### src/rtl/vend_pkg.sv
package vend_pkg;

  // Coin codes seen on coinCode
  localparam logic [1:0] COIN_NICKEL = 2'b00;
  localparam logic [1:0] COIN_DIME   = 2'b01;
  localparam logic [1:0] COIN_QUART  = 2'b10;
  localparam logic [1:0] COIN_UNUSED = 2'b11;

  // Coin values in units of 5 cents
  localparam int NICKEL_UNITS = 1;
  localparam int DIME_UNITS   = 2;
  localparam int QUART_UNITS  = 5;

  // Most change the two return chutes can pay at once (nickel + dime)
  localparam int MAX_CHANGE_UNITS = 3;

  // Strobes from control to datapath
  typedef struct packed {
    logic advance;  // accepted coin, total below price: load total
    logic settle;   // accepted coin, total reaches price: sell, pay change
  } vend_strobe_t;

endpackage

### src/rtl/vend_datapath.sv
module vend_datapath
  import vend_pkg::*;
#(
  parameter int PRICE_UNITS = 4,
  parameter int CREDIT_W    = $clog2(PRICE_UNITS),
  parameter int SUM_W       = $clog2(PRICE_UNITS + QUART_UNITS)
) (
  input  logic                clk,
  input  logic                rst,
  input  logic [1:0]          coinCode,
  input  vend_strobe_t        strobes,
  output logic                reachPrice,
  output logic [CREDIT_W-1:0] creditLevel,
  output logic                returnNickel,
  output logic                returnDime
);

  logic [CREDIT_W-1:0] creditQ;
  logic [SUM_W-1:0]    coinUnits;
  logic [SUM_W-1:0]    total;
  logic [SUM_W-1:0]    excess;
  logic [1:0]          changeUnits;

  always_comb begin
    case (coinCode)
      COIN_NICKEL: coinUnits = SUM_W'(NICKEL_UNITS);
      COIN_DIME:   coinUnits = SUM_W'(DIME_UNITS);
      COIN_QUART:  coinUnits = SUM_W'(QUART_UNITS);
      default:     coinUnits = '0;
    endcase
  end

  assign total      = SUM_W'(creditQ) + coinUnits;
  assign reachPrice = total >= SUM_W'(PRICE_UNITS);
  assign excess     = total - SUM_W'(PRICE_UNITS);

  // Change capped at what the two chutes can pay; any rest stays as credit
  assign changeUnits = (excess >= SUM_W'(MAX_CHANGE_UNITS)) ? 2'(MAX_CHANGE_UNITS)
                                                            : excess[1:0];

  always_ff @(posedge clk) begin
    if (rst)                  creditQ <= '0;
    else if (strobes.advance) creditQ <= CREDIT_W'(total);
    else if (strobes.settle)  creditQ <= CREDIT_W'(excess - SUM_W'(changeUnits));
  end

  assign creditLevel  = creditQ;
  assign returnNickel = strobes.settle & changeUnits[0];
  assign returnDime   = strobes.settle & changeUnits[1];

endmodule

### src/rtl/vend_control.sv
module vend_control
  import vend_pkg::*;
(
  input  logic         coinValid,
  input  logic [1:0]   coinCode,
  input  logic         reachPrice,
  output vend_strobe_t strobes,
  output logic         dispense
);

  logic accepted;

  assign accepted        = coinValid && (coinCode != COIN_UNUSED);
  assign strobes.advance = accepted && !reachPrice;
  assign strobes.settle  = accepted && reachPrice;
  assign dispense        = strobes.settle;

endmodule

### src/rtl/coin_vend_top.sv
module coin_vend_top
  import vend_pkg::*;
#(
  parameter int PRICE_UNITS = 4
) (
  input  logic       clk,
  input  logic       rst,
  input  logic       coinValid,
  input  logic [1:0] coinCode,
  output logic       dispense,
  output logic       returnNickel,
  output logic       returnDime
);

  localparam int CREDIT_W = $clog2(PRICE_UNITS);
  localparam int SUM_W    = $clog2(PRICE_UNITS + QUART_UNITS);

  vend_strobe_t        strobes;
  logic                reachPrice;
  logic [CREDIT_W-1:0] creditLevel;

  vend_control i_control (
    .coinValid (coinValid),
    .coinCode  (coinCode),
    .reachPrice(reachPrice),
    .strobes   (strobes),
    .dispense  (dispense)
  );

  vend_datapath #(
    .PRICE_UNITS(PRICE_UNITS),
    .CREDIT_W   (CREDIT_W),
    .SUM_W      (SUM_W)
  ) i_datapath (
    .clk         (clk),
    .rst         (rst),
    .coinCode    (coinCode),
    .strobes     (strobes),
    .reachPrice  (reachPrice),
    .creditLevel (creditLevel),
    .returnNickel(returnNickel),
    .returnDime  (returnDime)
  );

endmodule

### config.mk
export PLATFORM = sky130hd
export DESIGN_NAME = coin_vend_top
export DESIGN_NICKNAME = d
export VERILOG_FILES = /design/src/rtl/vend_pkg.sv /design/src/rtl/vend_datapath.sv /design/src/rtl/vend_control.sv /design/src/rtl/coin_vend_top.sv
export SDC_FILE = /design/constraint.sdc
export NUM_CORES = 1
export LEC_CHECK = 0
export ABC_AREA = 0
export BUFFER_PORTS_ARGS = -buffer_cell sky130_fd_sc_hd__buf_2
export CAP_MARGIN = 20
export CORE_AREA = 3 3 40 42
export CTS_BUF_LIST = sky130_fd_sc_hd__clkbuf_8
export CTS_CLUSTER_DIAMETER = 100
export DETAILED_ROUTE_END_ITERATION = 12
export DIE_AREA = 0 0 43 45
export HOLD_SLACK_MARGIN = 0.02
export PLACE_DENSITY_LB_ADDON = 0.25
export SLEW_MARGIN = 20
export SYNTH_ARGS = -nofsm -noshare
export SYNTH_HDL_FRONTEND = slang
export SYNTH_SLANG_ARGS = --single-unit
### constraint.sdc
create_clock -name clk -period 1.8 [get_ports clk]
set_clock_uncertainty 0.05 [all_clocks]
set_input_delay 0.18 -clock clk [delete_from_list [all_inputs] [get_ports clk]]
set_output_delay 0.18 -clock clk [all_outputs]
set_load 0.01 [all_outputs]
==> results of run 1 <==
-- metal layers --
layer	vias to the layer above	track usage (%)	routed length (um)
li1	140	-	-
met1	114	8.92	280
met5	-	0	0
met3	0	2.39	23
met4	0	5.42	0
met2	6	11.7	313
-- final timing paths --
kind / to / slack [ns] / depth (start not counted)
worst max register to register: i_datapath.creditLevel[1]$_SDFFE_PP0P_ / 0.02 / 7
worst min register to register: i_datapath.creditLevel[0]$_SDFFE_PP0P_ / 0.50 / 1
worst min-delay path: i_datapath.creditLevel[0]$_SDFFE_PP0P_ / 0.19 / 3
worst max-delay path: dispense / -0.10 / 5
-- kinds of logic (layout without fill, tap and decap cells) --
logic type	after synthesis	after routing
XOR/XNOR	2	2
buffers and inverters	3	18
multiplexers	1	1
AO/OA/AOI/OAI	8	8
AND/OR/NAND/NOR	12	12
flip-flops	2	2
adder cells (fa/ha/maj)	3	3
-- repair_timing --
| action | in CTS | in global routing |
|---|---|---|
| setup endpoints to repair | 4 | 4 |
| pin swaps | 6 | 6 |
| gates resized for setup | 5 | 2 |
| setup buffers | 2 | 1 |
-- power groups by stage --
stage / sequential, W / combinational [W] / clock [W]
final: 0.0000527 / 0.0000889 / 0.000171
after global routing: 0.0000530 / 0.0000982 / 0.000186
after CTS: 0.0000526 / 0.0000849 / 0.000175
after detailed placement: 0.0000522 / 0.0000714 / 0
after global placement: 0.0000524 / 0.0000722 / 0
after floorplan: 0.0000513 / 0.0000494 / 0
-- through the flow --
step | total power, W | setup slack [ns] | hold slack, ns
2_1_floorplan | 0.000101 | 0.00132 | 0.303
3_3_place_gp | 0.000125 | -0.0140 | 0.399
3_5_place_dp | 0.000124 | -0.0166 | 0.411
4_1_cts | 0.000312 | -0.140 | 0.190
5_1_grt | 0.000337 | -0.167 | 0.192
6_report | 0.000313 | -0.100 | 0.189
-- placed cells by master (no fill, tap or decap), drive strengths merged, types with 2 or more instances in the layout --
| cell | netlist | routed |
|---|---|---|
| a21oi | 3 | 3 |
| buf | 0 | 12 |
| inv | 3 | 3 |
| nor2 | 4 | 4 |
| xnor2 | 2 | 2 |
| dfxtp | 2 | 2 |
| nand2b | 2 | 2 |
| nand2 | 2 | 2 |
| ha | 2 | 2 |
| clkbuf | 0 | 3 |
-- worst max-delay path, cell delays in order (launching register included) --
cell and delay, ns:
dfxtp_2 0.32, ha_4 0.16, fa_2 0.35, and3b_1 0.20, a221oi_2 0.26, buf_2 0.18
-- final cells by class --
class / instances / share of cell area [%]
Clock buffer: 3 / 9.54
Inverter: 3 / 2.60
Multi-Input combinational cell: 26 / 56.4
Sequential cell: 2 / 9.54
Tap cell: 15 / 4.34
Timing Repair Buffer: 12 / 17.6
==> impl_metrics.yaml, run 1 <==
run_status:
  status: "finished, violations left"
  violations: "setup timing"
logic_synthesis:
  yosysSeqAreaShare_pct: 15.5
  synth_edf_count: 0
  yosysWarningCount: 0
  synth_seq_cells: 2
  syn_nets: 39
  synth-xor-area-share_pct: 6.80
  mappedNetlistArea_um2: 258
  async_reset_ff_share_pct: 0
  netlist_instances: 31
  yosysTopAreaCell: "dfxtp_1"
  synth_flop_cell: "dfxtp_1"
  synthSimpleGateAreaFrac_pct: 27.7
  synth_top_family_by_area: "simple AND/OR/NAND/NOR gates"
  yosys-top-cells-count: "nor2_1, a21oi_1, inv_1"
  synthAdderAreaFrac_pct: 17.5
  yosys.area.top_type_share_pct: 15.5
  yosysUniqueCellTypes: 20
  syn_avg_cell_area_um2: 8.31
  synth_area_leaders: "dfxtp_1, ha_1, fa_1"
  muxShareOfSynthArea_pct: 3.88
  synth_compound_area_share_pct: 24.3
  synth.most_common_cell: "nor2_1"
timing:
  setup_viol: 3
  fmax_ghz: 0.526
  post-route-min-period_ns: 1.90
  slew_violations: 0
  timing.final.ws_setup_ns: -0.100
  tns_ns: -0.280
  finalCritPeriodShare_pct: 106
  finalHoldViolations: 0
  rsz0062_at_grt: "yes"
  relSlewSlack_pct: 82.2
  tightest_slew_ns: 0.266
global_routing:
  grt_pass1_vias: 268
  antenna_found_initial: 0
  grt_pass1_wl_um: 1060
  grtUsageTotal_pct: 7.58
  grt_max_degree: 6
  grt_overflow: 0
layout:
  area_growth_syn_to_layout_pct: 68.0
  regArea_um2: 41.3
  n_antenna_cell: 0
  largest_register_ffs: 2
  drive_gt1_share_pct: 47.8
  multi_input_area_um2: 244
  num-fill-cells: 132
  fin_area_um2: 433
  utilization_pct: 33.7
  final_cells: 61
  fin_nets: 56
detailed_routing:
  wirelength_um: 617
  first_pass_iters: 4
  wl_per_cell_um: 10.1
  ant_nets: 0
  vias_per_cell: 4.26
  drc: 0
  routed-via-count: 260
  drt_iter0_markers: 4
cts:
  hold_buffers: 0
  cts.sinks: 2
  clkLatencyLatePin_ns: 0.21
  cts_root_buf: "clkbuf_8"
  clk_pin_slew_ns: 0.02
  cts_buffer_depth: 2
  cts_buffers: 3
  h-tree-depth: 1
  cts_tree: "built"
min_path:
  min_path_type: "in -> reg"
  hp-start: "rst"
die:
  fp.dieW_um: 43
  die_h_um: 45
  io_pins: 8
  dieArea_um2: 1940
  core_area_um2: 1280
  initial_core_util_pct: 20.1
  rows: 13
critical_path:
  path_max_fanout: 2
  criticalPathCategory: "reg -> out"
  crit_start: "i_datapath.creditLevel[0]$_SDFFE_PP0P_"
  critical_path_required_ns: 1.57
  critPathLaunchType: "register"
  reg2reg_from: "i_datapath.creditLevel[0]$_SDFFE_PP0P_"
  cp-end-kind: "output pin"
  cp.arrival_ns: 1.67
placement:
  placed_area_um2: 329
  io_buffers: 7
  place_inst: 55
  place.gp.congestion: 0.736
  dp_hpwl_um: 473
power_and_ir_drop:
  powerDensity_nw_per_um2: 722
  p_leak_nw: 0.203
  sequentialPowerShare_pct: 16.9
  ir_worst_vdd_mv: 0.373
  p_switching_w: 0.0000743
  internal_power_w: 0.000238
  p_comb_share_pct: 28.5
  p_sw_share_pct: 23.8
  pwr-share-clk_pct: 54.7
run:
  drv_cap: 0
Power figures use the tool's default switching activity.
==> inputs of run 2 (changes only) <==
BUFFER_PORTS_ARGS = default   (was -buffer_cell sky130_fd_sc_hd__buf_2)
DONT_BUFFER_PORTS = 1   (was default)
==> run 2 against run 1 <==
The flow still finishes with violations (setup timing); power grew 2.0%; routed wire length grew 19%; critical path depth is the same; largest power group unchanged.
==> impl_metrics.yaml, run 2 (same netlist as run 1, synthesis figures left out) <==
run_status:
  status: "finished, violations left"
  violations: "setup timing"
placement:
  place.gp.congestion: 0.803
  place_inst: 47
  io_buffers: 0
  pre_cts_ws_ns: -0.0220
  dp_hpwl_um: 468
timing:
  tns_ns: -0.199
  post-route-min-period_ns: 1.92
  slew_violations: 0
  tightest_slew_ns: 0.294
  finalHoldViolations: 0
  relSlewSlack_pct: 80.3
  timing.final.ws_setup_ns: -0.119
  finalCritPeriodShare_pct: 107
  fmax_ghz: 0.521
  rsz0062_at_grt: "yes"
  setup_viol: 4
layout:
  final_cells: 53
  largest_register_ffs: 2
  utilization_pct: 31.7
  mostFrequentLayoutCell: "buf_4"
  area_growth_syn_to_layout_pct: 58.3
  n_antenna_cell: 0
  drive_gt1_share_pct: 50.0
  num-fill-cells: 136
  fin_nets: 48
  final_cell_mix: "buf_4, inv_1, clkbuf_8"
cts:
  clk_pin_slew_ns: 0.03
  cts_buffer_depth: 2
  clkLatencyLatePin_ns: 0.21
  hold_buffers: 0
  cts_tree: "built"
  cts_root_buf: "clkbuf_8"
  h-tree-depth: 1
  cts.sinks: 2
  cts_buffers: 3
run:
  drv_cap: 0
detailed_routing:
  drt_iter0_markers: 0
  wirelength_um: 736
  drc: 0
  routed-via-count: 252
  wl_per_cell_um: 13.9
  vias_per_cell: 4.75
  ant_nets: 0
  first_pass_iters: 1
critical_path:
  critical_path_required_ns: 1.57
  cp_slowest_cell: "fa_2"
  criticalPathCategory: "reg -> out"
  path_depth: 5
  path_cells: "ha_4, fa_2, and3b_1, a221oi_2, buf_4"
  cp-end-kind: "output pin"
  path_max_fanout: 2
  worst_r2r_path_depth: 7
  cp_num_buf_inv: 1
  cp.arrival_ns: 1.69
  slowest_delay_ns: 0.34
  critPathTopFamily: "adder cells"
  critPathLaunchType: "register"
global_routing:
  grt_overflow: 0
  grt_pass1_wl_um: 1250
  grt_max_degree: 7
  grt_pass1_vias: 276
  antenna_found_initial: 0
  grtUsageTotal_pct: 9.65
power_and_ir_drop:
  p_leak_nw: 0.170
  ir_worst_vdd_mv: 0.277
  powerDensity_nw_per_um2: 782
die:
  io_pins: 8
  rows: 13
  fp.dieW_um: 43
  core_area_um2: 1280
  initial_core_util_pct: 20.1
  dieArea_um2: 1940
  die_h_um: 45
min_path:
  min_path_type: "in -> reg"
  min_path_cells: 2
==> run 2: layer usage <==
metal / vias up / GRT usage (%) / routed length, um
li1: 124 / - / -
met1: 126 / 9.13 / 291
met2: 2 / 15.3 / 438
met3: 0 / 3.59 / 6
met4: 0 / 10.8 / 0
met5: - / 0 / 0
==> run 2: power breakdown <==
| group | leakage, nW | switching [W] | total, W | internal, W |
|---|---|---|---|---|
| logic | 0.131 | 0.0000416 | 0.0000879 | 0.0000462 |
| registers | 0.0168 | 0.00000395 | 0.0000527 | 0.0000488 |
| clock network | 0.0216 | 0.0000367 | 0.000178 | 0.000142 |
| total | 0.170 | 0.0000822 | 0.000319 | 0.000237 |
==> run 2: timing repair <==
action                                  in CTS  in global routing
setup buffers                                3                  0
gates resized for setup                      9                  2
pin swaps                                    8                  5
endpoints found under the setup margin       4                  5
==> run 2: through the flow <==
step | cell area [um2] | hold WS (ns) | power, W
CTS | 395 | 0.0818 | 0.000318
global route | 408 | 0.0879 | 0.000343
detailed placement | 287 | 0.314 | 0.000112
global placement | 287 | 0.316 | 0.000111
floorplan | 260 | 0.303 | 0.000101
finish | 408 | 0.0853 | 0.000319
==> run 2: cell type report <==
type                            count  area [um2]  area share (%)
Clock buffer                        3        41.3            10.1
Inverter                            3        11.3            2.76
Multi-Input combinational cell     26         265            65.0
Sequential cell                     2        41.3            10.1
Tap cell                           15        18.8            4.60
Timing Repair Buffer                4        30.0            7.36
==> run 2: path summary, 6_finish.rpt <==
path	to	start	slack [ns]
setup / recovery	dispense	i_datapath.creditLevel[0]$_SDFFE_PP0P_	-0.12
hold / removal	i_datapath.creditLevel[0]$_SDFFE_PP0P_	rst	0.09
setup reg to reg	i_datapath.creditLevel[1]$_SDFFE_PP0P_	i_datapath.creditLevel[0]$_SDFFE_PP0P_	-0.03
hold reg to reg	i_datapath.creditLevel[0]$_SDFFE_PP0P_	i_datapath.creditLevel[0]$_SDFFE_PP0P_	0.49
==> inputs of run 3 (changes only) <==
SKIP_CTS_REPAIR_TIMING = 1   (was default)
==> run 3 against run 2 <==
Design area grew 0.92%; sequential power is essentially flat; power rose by 0.64%; sequential share of layout area fell by 0.092 points; highest routed layer is now met4; critical path depth unchanged; cell count rose by 1.9%; critical endpoint unchanged; core utilization rose by 0.29 points; largest cell class unchanged; setup slack worse by 0.045 ns; the flow still finishes with violations (setup timing); non-clock buffer count rose by 1.
==> impl_metrics.yaml, run 3 (same netlist as run 1, synthesis figures left out) <==
die:
  dieArea_um2: 1940
  initial_core_util_pct: 20.1
  rows: 13
  die_h_um: 45
  io_pins: 8
  core_area_um2: 1280
  fp.dieW_um: 43
placement:
  placed_area_um2: 287
  place.gp.congestion: 0.803
  io_buffers: 0
  dp_hpwl_um: 468
run:
  drv_cap: 0
detailed_routing:
  routed-via-count: 261
  drc: 0
  ant_nets: 0
  wirelength_um: 764
  drt_iter0_markers: 0
  wl_per_cell_um: 14.1
  vias_per_cell: 4.83
  first_pass_iters: 1
min_path:
  min_path_type: "in -> reg"
  min_path_cells: 2
cts:
  cts_buffer_depth: 2
  clk_pin_slew_ns: 0.03
  cts_root_buf: "clkbuf_8"
  clkLatencyLatePin_ns: 0.21
  cts_tree: "built"
  h-tree-depth: 1
  cts_buffers: 3
  cts.sinks: 2
power_and_ir_drop:
  p_comb_share_pct: 27.5
  p_leak_nw: 0.174
  p_switching_w: 0.0000833
  internal_power_w: 0.000238
  sequentialPowerShare_pct: 16.3
  powerDensity_nw_per_um2: 779
  pwr-share-clk_pct: 56.2
  p_sw_share_pct: 26.0
  ir_worst_vdd_mv: 0.280
layout:
  regArea_um2: 41.3
  area_growth_syn_to_layout_pct: 59.7
  final_cell_mix: "buf_4, inv_1, clkbuf_8"
  utilization_pct: 32.0
  drive_gt1_share_pct: 48.7
  fin_nets: 49
  n_antenna_cell: 0
  multi_input_area_um2: 262
  fin_area_um2: 412
  mostFrequentLayoutCell: "buf_4"
  largest_register_ffs: 2
  num-fill-cells: 138
timing:
  timing.final.ws_setup_ns: -0.164
  rsz0062_at_grt: "yes"
  tns_ns: -0.434
  tightest_slew_ns: 0.279
  finalHoldViolations: 0
  relSlewSlack_pct: 81.4
  slew_violations: 0
  setup_viol: 4
  worst_hold_slack_ns: 0.0815
  finalCritPeriodShare_pct: 109
  post-route-min-period_ns: 1.96
  fmax_ghz: 0.509
critical_path:
  path_max_fanout: 2
  rrSetupSlack_ns: -0.07
  cp.arrival_ns: 1.73
  cp-end-kind: "output pin"
  critPathLaunchType: "register"
  criticalPathCategory: "reg -> out"
  critical_path_required_ns: 1.57
  worst_r2r_path_depth: 7
global_routing:
  grt_use_met2_pct: 12.0
  grtUsageTotal_pct: 8.40
  top_usage_layer: "met2"
  grt_util_met1_pct: 8.17
  grt_overflow: 0
  met3_usage_pct: 3.59
  grt_pass1_wl_um: 1060
  grt_pass1_vias: 248
  grt_max_degree: 7
  antenna_found_initial: 0
run_status:
  status: "finished, violations left"
  violations: "setup timing"
[run 3: changes by cell type in the layout (fill, tap and decap cells not counted)]
cell     change
buf_4        +1
a21oi_2      -1
a21oi_1      +1
[run 3: final timing paths]
kind                                            end                              startpoint
max                                        dispense  i_datapath.creditLevel[0]$_SDFFE_PP0P_
min          i_datapath.creditLevel[0]$_SDFFE_PP0P_                                     rst
max reg2reg  i_datapath.creditLevel[1]$_SDFFE_PP0P_  i_datapath.creditLevel[0]$_SDFFE_PP0P_
min reg2reg  i_datapath.creditLevel[0]$_SDFFE_PP0P_  i_datapath.creditLevel[0]$_SDFFE_PP0P_
[run 3: area by class of cell]
| cell class | count | share of cell area [%] |
|---|---|---|
| well taps | 15 | 4.56 |
| flip-flops and latches | 2 | 10.0 |
| inverters | 3 | 2.74 |
| repair buffers | 5 | 9.12 |
| multi-input cells | 26 | 63.5 |
| clock buffers | 3 | 10.0 |
[run 3: power by group through the flow]
stage | clock (W) | combinational [W] | sequential, W
2_1_floorplan | 0 | 0.0000494 | 0.0000513
3_3_place_gp | 0 | 0.0000582 | 0.0000523
3_5_place_dp | 0 | 0.0000598 | 0.0000522
4_1_cts | 0.000184 | 0.0000598 | 0.0000517
5_1_grt | 0.000192 | 0.0000978 | 0.0000531
6_report | 0.000180 | 0.0000882 | 0.0000524
[run 3: critical path, stage by stage, from the launching register on]
cell and delay [ns]:
dfxtp_2 0.32, ha_4 0.16, fa_2 0.38, and3b_1 0.19, a221oi_2 0.29, buf_4 0.17
[run 3: routing by layer]
metal / vias up / share of wire (%)
li1: 126 / -
met1: 127 / 38
met2: 5 / 57
met3: 3 / 1.6
met4: 0 / 3.5
met5: - / 0
[run 3: per-stage QoR]
| step | setup slack, ns | std cells | total power, W |
|---|---|---|---|
| 2_1_floorplan | 0.00132 | 31 | 0.000101 |
| 3_3_place_gp | 0.0108 | 47 | 0.000111 |
| 3_5_place_dp | -0.0220 | 47 | 0.000112 |
| 4_1_cts | -0.206 | 50 | 0.000296 |
| 5_1_grt | -0.241 | 54 | 0.000343 |
| 6_report | -0.164 | 54 | 0.000321 |
